===== src/rtl/clkdiv_pkg.sv =====
`timescale 1ns/1ps
package clkdiv_pkg;
  localparam int HSEL_W = 2;
  localparam int HCNT_W = 3;

  // Reload value of the odd stage: ratio 2*sel+1 minus one.
  function automatic logic [HCNT_W-1:0] odd_reload(input logic [HSEL_W-1:0] sel);
    return {sel, 1'b0};
  endfunction

  function automatic int unsigned odd_ratio(input logic [HSEL_W-1:0] sel);
    return 32'(sel) * 2 + 1;
  endfunction

  // Input cycles per output half period.
  function automatic int unsigned half_cycles(input logic [HSEL_W-1:0] sel,
                                              input int unsigned l_m1,
                                              input int unsigned x_m1);
    return odd_ratio(sel) * (l_m1 + 1) * (x_m1 + 1);
  endfunction
endpackage


===== src/rtl/clkdiv_stage.sv =====
`timescale 1ns/1ps
module clkdiv_stage #(
  parameter int W = 8
) (
  input  logic         clk,
  input  logic         rst,
  input  logic         en_in,
  input  logic [W-1:0] reload_m1,
  output logic         en_out
);
  logic [W-1:0] cnt;
  logic         at_zero;

  assign at_zero = (cnt == '0);
  assign en_out  = en_in & at_zero;

  always_ff @(posedge clk) begin
    if (rst) begin
      cnt <= reload_m1;
    end else if (en_in) begin
      if (at_zero) cnt <= reload_m1;
      else         cnt <= cnt - 1'b1;
    end
  end

  // The count never exceeds the ratio in force.
  assert_count_bound_R5: assert property (@(posedge clk) disable iff (rst)
    cnt <= reload_m1);

  // Without an incoming enable the stage holds its count.
  assert_count_hold_R5: assert property (@(posedge clk) disable iff (rst)
    !en_in |=> $stable(cnt));
endmodule


===== src/rtl/clkdiv_shadow.sv =====
`timescale 1ns/1ps
module clkdiv_shadow
  import clkdiv_pkg::*;
#(
  parameter int L_W = 6,
  parameter int X_W = 8
) (
  input  logic              clk,
  input  logic              rst,
  input  logic              apply,
  input  logic [HSEL_W-1:0] h_sel,
  input  logic [L_W-1:0]    l_m1,
  input  logic [X_W-1:0]    x_m1,
  output logic [HCNT_W-1:0] h_rl,
  output logic [L_W-1:0]    l_rl,
  output logic [X_W-1:0]    x_rl,
  output logic [HSEL_W-1:0] h_act,
  output logic [L_W-1:0]    l_act,
  output logic [X_W-1:0]    x_act
);
  logic              take;
  logic [HSEL_W-1:0] h_eff;

  assign take  = rst | apply;
  assign h_eff = take ? h_sel : h_act;
  assign h_rl  = odd_reload(h_eff);
  assign l_rl  = take ? l_m1 : l_act;
  assign x_rl  = take ? x_m1 : x_act;

  always_ff @(posedge clk) begin
    if (take) begin
      h_act <= h_sel;
      l_act <= l_m1;
      x_act <= x_m1;
    end
  end

  // Ratios stay frozen between wraps of the last stage.
  assert_shadow_hold_R8: assert property (@(posedge clk) disable iff (rst)
    !apply |=> ($stable(h_act) && $stable(l_act) && $stable(x_act)));

  // At a wrap the requested ratios are captured.
  assert_shadow_take_R8: assert property (@(posedge clk) disable iff (rst)
    apply |=> (h_act == $past(h_sel) && l_act == $past(l_m1) && x_act == $past(x_m1)));
endmodule


===== src/rtl/clkdiv_out.sv =====
`timescale 1ns/1ps
module clkdiv_out (
  input  logic clk,
  input  logic rst,
  input  logic tick,
  output logic clk_out,
  output logic edge_pulse
);
  always_ff @(posedge clk) begin
    if (rst) begin
      clk_out    <= 1'b0;
      edge_pulse <= 1'b0;
    end else begin
      clk_out    <= clk_out ^ tick;
      edge_pulse <= tick;
    end
  end

  assert_reset_low_R1: assert property (@(posedge clk)
    rst |=> (!clk_out && !edge_pulse));

  assert_pulse_marks_edge_R7: assert property (@(posedge clk) disable iff (rst)
    edge_pulse |-> (clk_out != $past(clk_out)));

  assert_no_pulse_no_edge_R7: assert property (@(posedge clk) disable iff (rst)
    !edge_pulse |-> $stable(clk_out));
endmodule


===== src/rtl/clk_cascade_div.sv =====
`timescale 1ns/1ps
module clk_cascade_div
  import clkdiv_pkg::*;
#(
  parameter int L_W = 6,
  parameter int X_W = 8
) (
  input  logic              clk,
  input  logic              rst,
  input  logic [HSEL_W-1:0] h_sel,
  input  logic [L_W-1:0]    l_m1,
  input  logic [X_W-1:0]    x_m1,
  output logic              clk_out,
  output logic              edge_pulse
);
  localparam int GAP_W = HCNT_W + L_W + X_W + 1;

  logic              h_tick, l_tick, x_tick;
  logic [HCNT_W-1:0] h_rl;
  logic [L_W-1:0]    l_rl;
  logic [X_W-1:0]    x_rl;
  logic [HSEL_W-1:0] h_act;
  logic [L_W-1:0]    l_act;
  logic [X_W-1:0]    x_act;

  clkdiv_shadow #(.L_W(L_W), .X_W(X_W)) u_shadow (
    .clk(clk), .rst(rst), .apply(x_tick),
    .h_sel(h_sel), .l_m1(l_m1), .x_m1(x_m1),
    .h_rl(h_rl), .l_rl(l_rl), .x_rl(x_rl),
    .h_act(h_act), .l_act(l_act), .x_act(x_act)
  );

  clkdiv_stage #(.W(HCNT_W)) u_odd (
    .clk(clk), .rst(rst), .en_in(1'b1), .reload_m1(h_rl), .en_out(h_tick)
  );

  clkdiv_stage #(.W(L_W)) u_mid (
    .clk(clk), .rst(rst), .en_in(h_tick), .reload_m1(l_rl), .en_out(l_tick)
  );

  clkdiv_stage #(.W(X_W)) u_last (
    .clk(clk), .rst(rst), .en_in(l_tick), .reload_m1(x_rl), .en_out(x_tick)
  );

  clkdiv_out u_out (
    .clk(clk), .rst(rst), .tick(x_tick), .clk_out(clk_out), .edge_pulse(edge_pulse)
  );

  // Checker: cycles between wraps of the last stage.
  logic [GAP_W-1:0] gap;
  always_ff @(posedge clk) begin
    if (rst || x_tick) gap <= GAP_W'(1);
    else               gap <= gap + 1'b1;
  end

  assert_half_len_R5: assert property (@(posedge clk) disable iff (rst)
    x_tick |-> (32'(gap) == half_cycles(h_act, 32'(l_act), 32'(x_act))));
endmodule


===== config.mk =====
export PLATFORM = sky130hd
export DESIGN_NAME = clk_cascade_div
export DESIGN_NICKNAME = d
export VERILOG_FILES = /design/src/rtl/clkdiv_pkg.sv /design/src/rtl/clkdiv_stage.sv /design/src/rtl/clkdiv_shadow.sv /design/src/rtl/clkdiv_out.sv /design/src/rtl/clk_cascade_div.sv
export SDC_FILE = /design/constraint.sdc
export NUM_CORES = 1
export LEC_CHECK = 0
export ABC_AREA = 1
export CORE_MARGIN = 2
export CORE_UTILIZATION = 35
export DETAILED_ROUTE_END_ITERATION = 10
export PLACE_DENSITY = 0.65
export SETUP_SLACK_MARGIN = 0.5
export SYNTH_ARGS = -nofsm -noshare
export SYNTH_HDL_FRONTEND = slang
export SYNTH_SLANG_ARGS = --single-unit

===== constraint.sdc =====
create_clock -name clk -period 1.6 [get_ports clk]
set_clock_uncertainty 0.05 [all_clocks]
set_input_delay 0.4 -clock clk [delete_from_list [all_inputs] [get_ports clk]]
set_output_delay 0.4 -clock clk [all_outputs]
set_load 0.01 [all_outputs]

==> reports/results.txt <==
clk sinks -> 35
dpl ws -> -299 ps
async set or reset register ratio after synthesis -> 0
reg2reg start -> u_odd.cnt[1]$_DFF_P_
Fin. Hold Viols -> 0
Initial Utilization -> 0.367
register area share after synthesis -> 0.443
Post-Syn Nets -> 245
initial antenna violation count -> 0
combinational share of power -> 0.439
Tcrit/Tclk final -> 1.06
detailed-placement wirelength estimate -> 2.89 mm
Tot Pwr -> 3.43 mW
via count -> 1701
GR Overflow Total -> 0
post-detailed-routing wire length -> 5.08 mm
root buffer cell -> clkbuf_8
Syn Inst Count -> 223
hold_buf cts -> 0
commonest non-fill, non-tap cell in the layout -> buf_4
worst reg2reg setup slack -> -90 ps
largest net degree at the start of global routing -> 13
WL/cell -> 13.3 µm
CTS clock-pin slew for the worst setup and hold paths -> 80 ps
Worst Hold Class -> reg2reg
# diodes -> 0
Crit path required time -> 1610 ps
Worst EP arrival -> 1700 ps
Pre-Repair DR Iteration Count -> 4
PnR worst setup slack -> -94.0 ps
P_sw -> 1.17 mW
Netlist Area Pre-Place -> 1900 µm²
Rel. slew slack -> 0.840
leakage -> 1.55 nW
Seq cells post-synth -> 35
leading cell types in the layout, fill and taps excluded -> 41 x buf_4, 29 x inv_1, 25 x nand2_1
register share of total power -> 0.369
Top Usage Layer GRT -> met2
peak supply drop -> 0.417 mV
Worst setup EP type -> register
Worst-Skew Late Latency -> 300 ps
number of setup violations in the final report -> 24
row count -> 26
clock share of power -> 0.192
CTS H-tree depth -> 2
vias in the first global route -> 1725
gpl congestion -> 0.801
Die Span X -> 77.7 µm
critical register-to-register path endpoint -> u_mid.cnt[1]$_DFFE_PP_
Switching Fraction -> 0.342
share of layout cells above drive strength 1 -> 0.580
cts bufs inserted -> 5
Multi-input gate area -> 1290 µm²
crit path time final -> 1690 ps
final core occ -> 0.634
GR Util met3 -> 0.0442
failing checks -> negative setup slack
Register Area -> 845 µm²
yosys warns -> 0
Non-Filler Instances -> 382
post-synthesis cell type count -> 24
Fillers -> 399
fmax -> 590 MHz
IO Port Bufs -> 19
Int Pwr -> 2.26 mW
met1 usage -> 0.187
global-route wire length before repair -> 7.71 mm
CP Class -> reg2reg
TritonCTS clock tree -> built
EDFF count, synth -> 14
Initial DRC Count -> 64
Worst-Margin Slew -> 240 ps
GRT Util Overall -> 0.167
max-slew violation count -> 0
post-route ant nets -> 0
crit-path max FO -> 6
RSZ-0062 raised after global routing -> yes
die area -> 6030 µm²
prevailing post-synth register cell -> dfxtp_1
Reg2Reg Depth -> 10
crit path to -> u_mid.cnt[1]$_DFFE_PP_
max cap viols -> 0
outcome -> complete, but fails checks
post-synth top area share -> 0.221
top post-synthesis cells by area -> dfxtp_1 22%, edfxtp_1 22%, nand2_4 7.7%, inv_1 7.5%, nand2_1 7.3%
Area after DPL -> 2570 µm²
Final Cell Area -> 3280 µm²
average size of a mapped cell -> 8.52 µm²
CP startpoint kind -> register
Total Neg Setup Slack -> -1720 ps
crit path from -> u_odd.cnt[1]$_DFF_P_
Area Growth Syn to Fin -> 72.5%
Placed Instances -> 346
total I/O pin count -> 20
DRC errors left -> 0
Final nets -> 333
Synth area leader -> dfxtp_1
GR Util met2 -> 0.289
Hold Slack -> 449 ps
Cell Pwr Density -> 1050 nW/µm²
Core Area -> 5170 µm²
via density per instance -> 4.45
Max Root-Sink Buffers -> 2
Die Ht -> 77.7 µm
-- worst min-delay path by stage --
stage / slack (ps) / from / cells after the start / end
global route: 460 / u_odd.cnt[0]$_SDFF_PP0_ / 2 / u_odd.cnt[0]$_SDFF_PP0_
finish: 450 / u_odd.cnt[0]$_SDFF_PP0_ / 2 / u_odd.cnt[0]$_SDFF_PP0_
floorplan: 340 / u_odd.cnt[0]$_SDFF_PP0_ / 1 / u_odd.cnt[0]$_SDFF_PP0_
global placement: 340 / u_odd.cnt[0]$_SDFF_PP0_ / 1 / u_odd.cnt[0]$_SDFF_PP0_
CTS: 440 / u_shadow.l_act[4]$_DFF_P_ / 2 / u_shadow.l_act[4]$_DFF_P_
detailed placement: 350 / u_odd.cnt[0]$_SDFF_PP0_ / 1 / u_odd.cnt[0]$_SDFF_PP0_
-- state kept, by name, summed over array words and instances, names as in the netlist --
register and count:
u_shadow.h_act 2, u_odd.cnt 3, u_shadow.l_act 6, u_out.clk_out 1, u_mid.cnt 6, u_shadow.x_act 8
u_last.cnt 8, u_out.edge_pulse 1
-- Yosys cell counts, types with 3 or more instances --
library cell / number
a21oi_1: 4
and2_1: 13
dfxtp_1: 21
edfxtp_1: 14
ha_1: 4
inv_1: 38
nand2_1: 37
nand2_2: 12
nand2_4: 13
nand3_1: 27
nor2_1: 11
nor2_2: 3
o21ai_0: 3
or2_2: 4
xnor2_1: 4
-- metal layers --
| metal | vias to the layer above | part of all wire |
|---|---|---|
| li1 | 866 | - |
| met1 | 797 | 0.42 |
| met2 | 29 | 0.52 |
| met3 | 9 | 0.035 |
| met4 | 0 | 0.026 |
| met5 | - | 0 |
-- cells by family (layout without fill, tap and decap cells) --
group	count (synthesis)	in the layout	share of synthesized area
fa+ha+maj	4	4	0.0264
buf+inv	43	131	0.101
xor+xnor	6	6	0.0277
flops	35	35	0.443
compound gates	10	10	0.0323
simple gates	125	126	0.370
-- power groups by stage --
stage | Combinational (mW) | Clock (mW) | Sequential [mW]
after global placement | 1.04 | 0 | 1.26
after detailed placement | 1.07 | 0 | 1.27
final | 1.51 | 0.657 | 1.27
after global routing | 1.64 | 0.713 | 1.28
after CTS | 1.28 | 0.657 | 1.25
after floorplan | 0.692 | 0 | 1.27
-- layout make-up --
type | instances | share of cell area
clock buffers | 5 | 0.0210
clock inverters | 3 | 0.00611
inverters | 40 | 0.0481
multi-input cells | 146 | 0.393
flip-flops and latches | 35 | 0.258
well taps | 70 | 0.0267
repair buffers | 83 | 0.248
-- critical path, stage by stage (launching register included) --
cell and delay, ps:
dfxtp_2 330, inv_2 40, ha_4 150, ha_4 170, nand4_1 140, nand2_4 120, buf_12 160, nand2_8 100
nand2_2 70, nand3_2 60, nand2_1 40
-- timing repair --
action | CTS | global route
setup endpoints to repair | 51 | 51
pin swaps | 24 | 49
cloned | 1 | 0
gates resized for setup | 48 | 48
setup buffers | 19 | 8
Power figures use the tool's default switching activity.
